`src/rtl/irq_pkg.sv`:
```
package irq_pkg;
    localparam int IRQ_NSRC   = 12;
    localparam int IRQ_SWN    = 8;
    localparam int IRQ_MODEW  = 7;
    localparam int IRQ_ARITHW = 8;
    localparam int IRQ_DEPTH  = 12;
endpackage

```
`src/rtl/irq_prio_pick.sv`:
```
module irq_prio_pick #(
    parameter int N = 12,
    localparam int IDW = $clog2(N)
) (
    input  logic [N-1:0]   req,
    output logic           any,
    output logic [IDW-1:0] idx,
    output logic [N-1:0]   oh
);
    always_comb begin
        any = |req;
        idx = '0;
        oh  = '0;
        for (int i = N - 1; i >= 0; i--) begin
            if (req[i]) begin
                idx   = IDW'(i);
                oh    = '0;
                oh[i] = 1'b1;
            end
        end
    end
endmodule

```
`src/rtl/irq_src_pend.sv`:
```
module irq_src_pend #(
    parameter int N   = 12,
    parameter int SWN = 8,
    localparam int BASE = N - SWN
) (
    input  logic           clk,
    input  logic           rst_n,
    input  logic [N-1:0]   irq_in,
    input  logic [N-1:0]   edge_sel,
    input  logic           sw_wr,
    input  logic [SWN-1:0] sw_set,
    input  logic [SWN-1:0] sw_clr,
    input  logic [N-1:0]   take_oh,
    output logic [N-1:0]   req
);
    typedef struct packed {
        logic [N-1:0] prev;
        logic [N-1:0] pend;
    } pend_st_t;

    pend_st_t st_d, st_q;
    logic [N-1:0] set_v, clr_v;

    for (genvar i = 0; i < N; i++) begin : g_src
        logic edge_hit;
        assign edge_hit = edge_sel[i] & irq_in[i] & ~st_q.prev[i];
        if (i >= BASE) begin : g_sw
            assign set_v[i] = edge_hit | (sw_wr & sw_set[i-BASE]);
            assign clr_v[i] = sw_wr & sw_clr[i-BASE];
        end else begin : g_hw
            assign set_v[i] = edge_hit;
            assign clr_v[i] = 1'b0;
        end
    end

    always_comb begin
        st_d      = st_q;
        st_d.prev = irq_in;
        st_d.pend = ((st_q.pend & ~take_oh) | set_v) & ~clr_v;
    end

    always_ff @(posedge clk) begin
        if (!rst_n) st_q <= '0;
        else        st_q <= st_d;
    end

    assign req = st_q.pend | (~edge_sel & irq_in);
endmodule

```
`src/rtl/irq_stat_stack.sv`:
```
module irq_stat_stack #(
    parameter int W     = 25,
    parameter int DEPTH = 12,
    localparam int CNTW = $clog2(DEPTH + 1),
    localparam int IDXW = $clog2(DEPTH)
) (
    input  logic            clk,
    input  logic            rst_n,
    input  logic            push,
    input  logic            pop,
    input  logic [W-1:0]    wdata,
    output logic [W-1:0]    top,
    output logic [CNTW-1:0] cnt,
    output logic            empty,
    output logic            full,
    output logic            ovf
);
    localparam logic [CNTW-1:0] LIM = CNTW'(DEPTH);
    localparam logic [CNTW-1:0] ONE = CNTW'(1);

    typedef struct packed {
        logic [CNTW-1:0] cnt;
        logic            ovf;
    } stk_st_t;

    stk_st_t st_d, st_q;
    logic [W-1:0] mem [DEPTH];
    logic [CNTW-1:0] tidx;

    always_comb begin
        st_d = st_q;
        if (push) begin
            if (st_q.cnt == LIM) st_d.ovf = 1'b1;
            else                 st_d.cnt = st_q.cnt + ONE;
        end else if (pop && st_q.cnt != '0) begin
            st_d.cnt = st_q.cnt - ONE;
        end
    end

    always_ff @(posedge clk) begin
        if (!rst_n) st_q <= '0;
        else        st_q <= st_d;
    end

    always_ff @(posedge clk) begin
        if (push && st_q.cnt != LIM) mem[st_q.cnt[IDXW-1:0]] <= wdata;
    end

    assign tidx  = st_q.cnt - ONE;
    assign top   = (st_q.cnt == '0) ? '0 : mem[tidx[IDXW-1:0]];
    assign cnt   = st_q.cnt;
    assign empty = (st_q.cnt == '0);
    assign full  = (st_q.cnt == LIM);
    assign ovf   = st_q.ovf;

    assert_depth_R6: assert property (@(posedge clk) disable iff (!rst_n)
        st_q.cnt <= LIM);
    assert_ovf_sticky_R6: assert property (@(posedge clk) disable iff (!rst_n)
        ovf |=> ovf);
    assert_cmd_excl_R11: assert property (@(posedge clk) disable iff (!rst_n)
        !(push && pop));
endmodule

```
`src/rtl/irq_ctrl_core.sv`:
```
module irq_ctrl_core
    import irq_pkg::*;
#(
    parameter int NSRC   = IRQ_NSRC,
    parameter int SWN    = IRQ_SWN,
    parameter int MODEW  = IRQ_MODEW,
    parameter int ARITHW = IRQ_ARITHW,
    parameter int DEPTH  = IRQ_DEPTH,
    localparam int MASKW = NSRC - 2,
    localparam int STKW  = MASKW + MODEW + ARITHW,
    localparam int IDW   = $clog2(NSRC),
    localparam int CNTW  = $clog2(DEPTH + 1)
) (
    input  logic              clk,
    input  logic              rst_n,
    input  logic [NSRC-1:0]   irq_in,
    input  logic              mask_wr,
    input  logic [MASKW-1:0]  mask_wdata,
    input  logic              sw_wr,
    input  logic [2*SWN-1:0]  sw_wdata,
    input  logic              ctl_wr,
    input  logic              ctl_nest,
    input  logic [NSRC-1:0]   ctl_edge,
    input  logic              gie_set,
    input  logic              gie_clr,
    input  logic [MODEW-1:0]  mode_in,
    input  logic [ARITHW-1:0] arith_in,
    input  logic              rti,
    input  logic              stk_push,
    input  logic              stk_pop,
    output logic              vec_valid,
    output logic [IDW-1:0]    vec_id,
    output logic [MASKW-1:0]  irq_mask,
    output logic              rest_valid,
    output logic [MODEW-1:0]  rest_mode,
    output logic [ARITHW-1:0] rest_arith,
    output logic              stk_empty,
    output logic              stk_full,
    output logic              stk_ovf
);
    typedef struct packed {
        logic [MASKW-1:0]  mask;
        logic              nest;
        logic [NSRC-1:0]   edge_sel;
        logic              gie;
        logic [NSRC-1:0]   isr;
        logic              vv;
        logic [IDW-1:0]    vid;
        logic              rv;
        logic [MODEW-1:0]  rmode;
        logic [ARITHW-1:0] rarith;
    } core_st_t;

    core_st_t st_d, st_q;

    logic [NSRC-1:0] req, en, win_oh, isr_oh;
    logic [IDW-1:0]  win_idx, isr_idx;
    logic            win_any, isr_any, allowed, take, cmd;
    logic            push_any, pop_any, pop_ok;
    logic [STKW-1:0] stk_top, stk_wdata;
    logic [CNTW-1:0] stk_cnt;

    irq_src_pend #(.N(NSRC), .SWN(SWN)) u_pend (
        .clk(clk), .rst_n(rst_n), .irq_in(irq_in), .edge_sel(st_q.edge_sel),
        .sw_wr(sw_wr), .sw_set(sw_wdata[2*SWN-1:SWN]), .sw_clr(sw_wdata[SWN-1:0]),
        .take_oh(take ? win_oh : '0), .req(req)
    );

    // Enable per source: 0 always, 1 by global flag, others by flag and mask.
    for (genvar i = 0; i < NSRC; i++) begin : g_en
        if (i == 0) begin : g_rst
            assign en[i] = 1'b1;
        end else if (i == 1) begin : g_pd
            assign en[i] = st_q.gie;
        end else begin : g_user
            assign en[i] = st_q.gie & st_q.mask[i-2];
        end
    end

    irq_prio_pick #(.N(NSRC)) u_win (
        .req(req & en), .any(win_any), .idx(win_idx), .oh(win_oh)
    );
    irq_prio_pick #(.N(NSRC)) u_isr (
        .req(st_q.isr), .any(isr_any), .idx(isr_idx), .oh(isr_oh)
    );

    assign cmd      = rti | stk_push | stk_pop;
    assign allowed  = !isr_any || (st_q.nest && (win_oh < isr_oh));
    assign take     = win_any & allowed & ~cmd;
    assign push_any = take | stk_push;
    assign pop_any  = (rti | stk_pop) & ~stk_push;
    assign pop_ok   = pop_any & ~stk_empty;
    assign stk_wdata = {st_q.mask, mode_in, arith_in};

    irq_stat_stack #(.W(STKW), .DEPTH(DEPTH)) u_stk (
        .clk(clk), .rst_n(rst_n), .push(push_any), .pop(pop_any),
        .wdata(stk_wdata), .top(stk_top), .cnt(stk_cnt),
        .empty(stk_empty), .full(stk_full), .ovf(stk_ovf)
    );

    always_comb begin
        st_d    = st_q;
        st_d.vv = take;
        if (take) st_d.vid = win_idx;
        if (pop_ok)       st_d.mask = stk_top[STKW-1 -: MASKW];
        else if (mask_wr) st_d.mask = mask_wdata;
        if (ctl_wr) begin
            st_d.nest     = ctl_nest;
            st_d.edge_sel = ctl_edge;
        end
        if (gie_clr)      st_d.gie = 1'b0;
        else if (gie_set) st_d.gie = 1'b1;
        st_d.isr = (st_q.isr & ~(rti ? isr_oh : '0)) | (take ? win_oh : '0);
        st_d.rv  = pop_ok;
        if (pop_ok) begin
            st_d.rmode  = stk_top[ARITHW +: MODEW];
            st_d.rarith = stk_top[ARITHW-1:0];
        end
    end

    always_ff @(posedge clk) begin
        if (!rst_n) begin
            st_q     <= '0;
            st_q.gie <= 1'b1;
        end else begin
            st_q <= st_d;
        end
    end

    assign vec_valid  = st_q.vv;
    assign vec_id     = st_q.vid;
    assign irq_mask   = st_q.mask;
    assign rest_valid = st_q.rv;
    assign rest_mode  = st_q.rmode;
    assign rest_arith = st_q.rarith;

    assert_no_nest_R8: assert property (@(posedge clk) disable iff (!rst_n)
        (!st_q.nest && st_q.isr != '0) |=> !vec_valid);
    assert_pd_gated_R4: assert property (@(posedge clk) disable iff (!rst_n)
        !st_q.gie |=> !(vec_valid && vec_id != '0));
    assert_mask_hold_R4: assert property (@(posedge clk) disable iff (!rst_n)
        (!mask_wr && !rti && !stk_pop) |=> $stable(irq_mask));
    assert_push_on_take_R5: assert property (@(posedge clk) disable iff (!rst_n)
        vec_valid |-> (($past(stk_cnt) != CNTW'(DEPTH))
                       ? (stk_cnt == CNTW'($past(stk_cnt) + 1'b1)) : stk_ovf));
endmodule

```
`config.mk`:
```
export PLATFORM = sky130hd
export DESIGN_NAME = irq_ctrl_core
export DESIGN_NICKNAME = d
export VERILOG_FILES = /design/src/rtl/irq_pkg.sv /design/src/rtl/irq_prio_pick.sv /design/src/rtl/irq_src_pend.sv /design/src/rtl/irq_stat_stack.sv /design/src/rtl/irq_ctrl_core.sv
export SDC_FILE = /design/constraint.sdc
export NUM_CORES = 1
export LEC_CHECK = 0
export BUFFER_PORTS_ARGS = -buffer_cell sky130_fd_sc_hd__buf_2
export CAP_MARGIN = 5
export CORE_ASPECT_RATIO = 1.1
export CORE_UTILIZATION = 60
export CTS_CLUSTER_DIAMETER = 80
export CTS_CLUSTER_SIZE = 20
export DETAILED_ROUTE_END_ITERATION = 8
export MAX_ROUTING_LAYER = met4
export PLACE_DENSITY = 0.79
export SLEW_MARGIN = 20
export SYNTH_ARGS = -nofsm -noshare
export SYNTH_HDL_FRONTEND = slang
export SYNTH_HIERARCHICAL = 1
export SYNTH_SLANG_ARGS = --single-unit
```
`constraint.sdc`:
```
create_clock -name clk -period 6 [get_ports clk]
set_input_delay 1.2 -clock clk [delete_from_list [all_inputs] [get_ports clk]]
set_output_delay 1.2 -clock clk [all_outputs]
set_load 0.005 [all_outputs]
```
# After elaboration in Yosys (flattened, before gate mapping)
# Memories as Yosys holds them, arrays and structs flattened.
# Cells that the tools add are included.
# word_totals
ramBits	300
n_memories	1
output_inout_bits	34
latch_bits	0
word_cells	176
rom_bits	0
regBits	86
# classes
shifts	0
mux	48
order_cmp	1
n_reduce_logical	14
n_div	0
bitwise_logic	93
addsub	2
eq_ne	3
mul	0
# mem_list
memory	depth	word_bits	read_ports	rd_ports_with_merged_regs	write_ports	line_no	text
u_stk.mem	12	25	1	0	1	irq_stat_stack.sv:27	logic [W-1:0] mem [DEPTH];
# ops
op	count
$mux W12	26
$and A12 B12 Y12	5
$mux W4	15
$and A1 B1 Y1	54
$not A12 Y12	4
$or A12 B12 Y12	3
$mux W25	1
$reduce_or A12 Y1	2
$mux W10	2
$not A1 Y1	15
$lt A12 B12 Y1	1
$or A1 B1 Y1	12
$reduce_bool A2 Y1	3
$add A4 B1 Y4 const B	1
$eq A4 B4 Y1 const B	1
$logic_not A4 Y1	1
$mux W1	4
$ne A4 B4 Y1 const B	1
$reduce_and A2 Y1	2
$reduce_bool A4 Y1	1
$sub A4 B1 Y4 const B	1
$logic_and A1 B1 Y1	3
$ne A2 B2 Y1 const B	1
$logic_not A1 Y1	1
$logic_or A1 B1 Y1	1

# Logic depth before layout (Yosys ltp)
# logic_depth
word_depth	26
mapped_depth	18

# By module
# Netlist, hierarchy kept.
# modules_own_cells
module	n_inst	area_per_inst_um2	seq_area_each_um2	cells_per_inst
irq_stat_stack	1	11913.9	9108.7	601
irq_ctrl_core	1	2922.8	1141.1	341
irq_src_pend	1	1086.0	480.5	116
irq_prio_pick	2	221.5	0.0	36

# Least setup slack after synthesis
# No wires, ideal clock.
# synth_path
path_type	input to register
start	input irq_in[3]
end	memory u_stk.mem[11][0] (enable)
path_stages	15
setup_time_ps	407
n_path_buf	2
path_slack_ps	522
t_arrival_ps	5071
path_cell_list	a21o_1 > and3_1 > nor4_2 > and3_2 > and3b_1 > ha_1 > a211oi_2 > o21ai_1 > nor4_2 > a2bb2oi_2 > buf_2 > nand2b_1 > clkbuf_1 > nand2_1 > nor2_1
# synth_between
elab_chain_len	16
elab_cells_between_ends	17
cone_classes	1 x order compare; 6 x mux; 6 x bitwise; 4 x reduce/logical
# synth_lines
element	line_no	text
from (decl)	irq_ctrl_core.sv:16	input logic [NSRC-1:0] irq_in,
$and A12 B12 Y12	irq_src_pend.sv:47	assign req = st_q.pend | (~edge_sel & irq_in);
$or A12 B12 Y12	irq_src_pend.sv:47	
$and A12 B12 Y12	irq_ctrl_core.sv:81	.req(req & en), .any(win_any), .idx(win_idx), .oh(win_oh)
$mux W12 (4 in a row)	irq_prio_pick.sv:15	if (req[i]) begin
via win_oh[9]	irq_ctrl_core.sv:56	logic [NSRC-1:0] req, en, win_oh, isr_oh;
$lt A12 B12 Y1	irq_ctrl_core.sv:88	assign allowed = !isr_any || (st_q.nest && (win_oh < isr_oh));
$logic_and A1 B1 Y1	irq_ctrl_core.sv:88	
$logic_or A1 B1 Y1	irq_ctrl_core.sv:88	
$and A1 B1 Y1 (2 in a row)	irq_ctrl_core.sv:89	assign take = win_any & allowed & ~cmd;
$or A1 B1 Y1	irq_ctrl_core.sv:90	assign push_any = take | stk_push;
via push_any	irq_ctrl_core.sv:59	logic push_any, pop_any, pop_ok;
$logic_and A1 B1 Y1	irq_stat_stack.sv:46	if (push && st_q.cnt != LIM) mem[st_q.cnt[IDXW-1:0]] <= wdata;
$mux W1	irq_stat_stack.sv:46	
$mux W1 (implied by the code)	irq_stat_stack.sv:46	
to (decl)	irq_stat_stack.sv:27	
# The timed path passes the listed nets, and every way through them passes these cells.

# Worst setup path in the final report
# layout_path
start	input irq_in[2]
end	memory u_stk.mem[9][1] (enable)
# layout_between
elab_chain_len	15
elab_cells_between_ends	16
cone_classes	1 x order compare; 5 x mux; 6 x bitwise; 4 x reduce/logical
# layout_lines
element	line_no
$and A12 B12 Y12	irq_src_pend.sv:47
$or A12 B12 Y12	irq_src_pend.sv:47
via req[2]	irq_ctrl_core.sv:56
$and A12 B12 Y12	irq_ctrl_core.sv:81
$mux W12 (3 in a row)	irq_prio_pick.sv:15
via win_oh[9]	irq_ctrl_core.sv:56
$lt A12 B12 Y1	irq_ctrl_core.sv:88
$logic_and A1 B1 Y1	irq_ctrl_core.sv:88
$logic_or A1 B1 Y1	irq_ctrl_core.sv:88
$and A1 B1 Y1 (2 in a row)	irq_ctrl_core.sv:89
$or A1 B1 Y1	irq_ctrl_core.sv:90
via push_any	irq_ctrl_core.sv:59
$logic_and A1 B1 Y1	irq_stat_stack.sv:46
$mux W1	irq_stat_stack.sv:46
$mux W1 (implied by the code)	irq_stat_stack.sv:46
# The timed path passes the listed nets, and every way through them passes these cells.

==> out/results.tsv <==
stage	metric	value	unit
detailed_routing	drtIter0Drc	841	
clock_tree	cts-htree-levels	1	
power	finalPower	0.00805	W
place	hpwl	25300	um
floorplanning	start_util	61.8	%
floorplanning	die_w	159	um
clock_tree	cts_buffer_depth	3	
yosys	avgSynthCellArea	14.6	um2
final_layout	n_antenna_cell	0	
yosys	syn_inst	1118	
critical_path	worst_r2r_path_depth	15	
grt	grt_overflow	0	
final_layout	area_delta_synth_final	8.85	%
critical_path	criticalPathCategory	in -> reg	
flow_run	maxCapViolCount	0	
detailed_routing	wl_per_cell	23.6	um
clock_tree	cts_setup_buffers	0	
clock_tree	cts_hold_buffers	0	
place	io_buffers	109	
grt	grt_max_degree	67	
worst_hold_path	hold_class	reg -> reg	
timing	fmax	0.206	GHz
timing	hold_viol_final	0	
detailed_routing	dr_total_vias	9516	
floorplanning	die_h	175	um
timing	min_period	4.85	ns
power	power_density	454	nW/um2
timing	drv_slew	0	
detailed_routing	dr.pass1.iters	5	
critical_path	critical_path.max_fanout	12	
grt	track_usage	27.7	%
yosys	netlist_area	16300	um2
clock_tree	cts_tree	yes	
power	p_leak	6.41	nW
critical_path	crit_required	6.24	ns
timing	relSlewSlack	25.0	%
power	ir_drop	0.000384	V
timing	setup_violations	0	
timing	finalSetupTns	0	ns
grt	grt_first_pass_wirelength	55700	um
place	place.gp.congestion	0.901	
final_layout	design_area	17700	um2
grt	antenna_found_initial	0	
worst_hold_path	hold_path_depth	2	
timing	rsz0062_at_grt	false	
clock_tree	cts_buffers	23	
detailed_routing	ant_nets	0	
floorplanning	fp-row-count	62	
clock_tree	cts_root_buf	clkbuf_16	
clock_tree	insertion_delay	0.54	ns
critical_path	endpoint_kind	flip-flop	
detailed_routing	drcViolationCount	0	
yosys	syn_nets	1210	
clock_tree	ctsResizeCount	0	
place	placed_area	17100	um2
critical_path	startpoint_type	primary input	
timing	worst_pin_slew	1.13	ns
detailed_routing	routed_wl	37000	um
clock_tree	cts.reportedPaths.clkPinSlew	0.08	ns
detailed_routing	detail_route.vias_per_cell	6.08	
timing	fin_skew	0.0168	ns
floorplanning	pin_count	110	
floorplanning	core_area	26400	um2
final_layout	num-fill-cells	1847	
floorplanning	dieArea	27800	um2
final_layout	drive_above_1_share	19.5	%
status	status	finished, final reports clean	
final_layout	utilization	67.3	%
yosys	yosys_warnings	6	
final_layout	layout.nets	1289	
critical_path	crit_arrival	5.10	ns
grt	grt_pass1_vias	9525	
clock_tree	cts_sinks	386	
timing	post-route-period-util	80.9	%
==> layout make-up <==
type                            instances  area (um2)  share of cell area, %
Timing Repair Buffer                  143         863                   4.87
Clock buffer                           39         636                   3.58
Sequential cell                       386       10700                   60.5
Multi-Input combinational cell        615        4940                   27.8
Clock inverter                          3        26.3                  0.148
Inverter                               28         105                  0.592
Tap cell                              352         440                   2.48
==> stage by stage <==
step           setup slack, ns  std cells  hold slack, ns
2_1_floorplan            0.522       1118           0.438
3_3_place_gp             0.769       1524           0.446
3_5_place_dp             0.636       1524           0.453
4_1_cts                   1.20       1566           0.467
5_1_grt                  0.957       1566           0.493
6_report                  1.15       1566           0.463
==> cell usage in the layout, fill, tap and decap left out, types with 16 or more instances in the layout <==
cell type,instances
a21boi_0,20
a22oi_1,50
a32o_1,25
and2_1,20
buf_2,109
buf_4,29
clkbuf_1,16
clkbuf_16,23
dfxtp_1,85
edfxtp_1,300
inv_1,28
mux2i_1,130
mux4_2,25
nand2_1,92
nor2_1,21
nor2b_1,34
==> layer usage <==
| metal | up-vias | track usage [%] | share of wire [%] |
|---|---|---|---|
| met3 | 74 | 2.99 | 5.2 |
| met4 | 0 | 11.6 | 4.3 |
| met2 | 379 | 49.5 | 53 |
| met5 | - | - | 0 |
| li1 | 4342 | - | - |
| met1 | 4721 | 31.9 | 38 |
==> power breakdown <==
group | internal [W] | total [W] | switching (W)
Combinational | 0.00122 | 0.00310 | 0.00188
Clock | 0.000732 | 0.00156 | 0.000824
Sequential | 0.00326 | 0.00339 | 0.000134
==> state kept, by name (all words and copies together), names as in the netlist, 4 cells and up <==
register     flops
irq_mask        10
rest_arith       8
rest_mode        7
st_q            25
u_pend/st_q     24
u_stk/cnt        4
u_stk/mem      300
vec_id           4
==> path summary, 6_finish.rpt <==
path / to / slack, ns / start
setup / recovery: u_stk/mem[9][1] / 1.15 / irq_in[2]
hold / removal: rest_arith[7] / 0.46 / rest_arith[7]
setup reg to reg: u_stk/mem[9][1] / 1.50 / st_q[36]
hold reg to reg: rest_arith[7] / 0.46 / rest_arith[7]
==> critical path: stages <==
cell	delay, ns
buf_2	0.12
a21o_1	0.14
and3_1	0.24
nor4_2	0.38
and3_2	0.30
and3b_1	0.23
ha_1	0.27
a211oi_2	0.18
o21ai_1	0.12
nor4_2	0.29
a2bb2oi_2	0.10
nand2b_1	0.42
nand2_1	0.24
nor2_2	0.55
buf_4	0.30
Power figures use the tool's default switching activity.
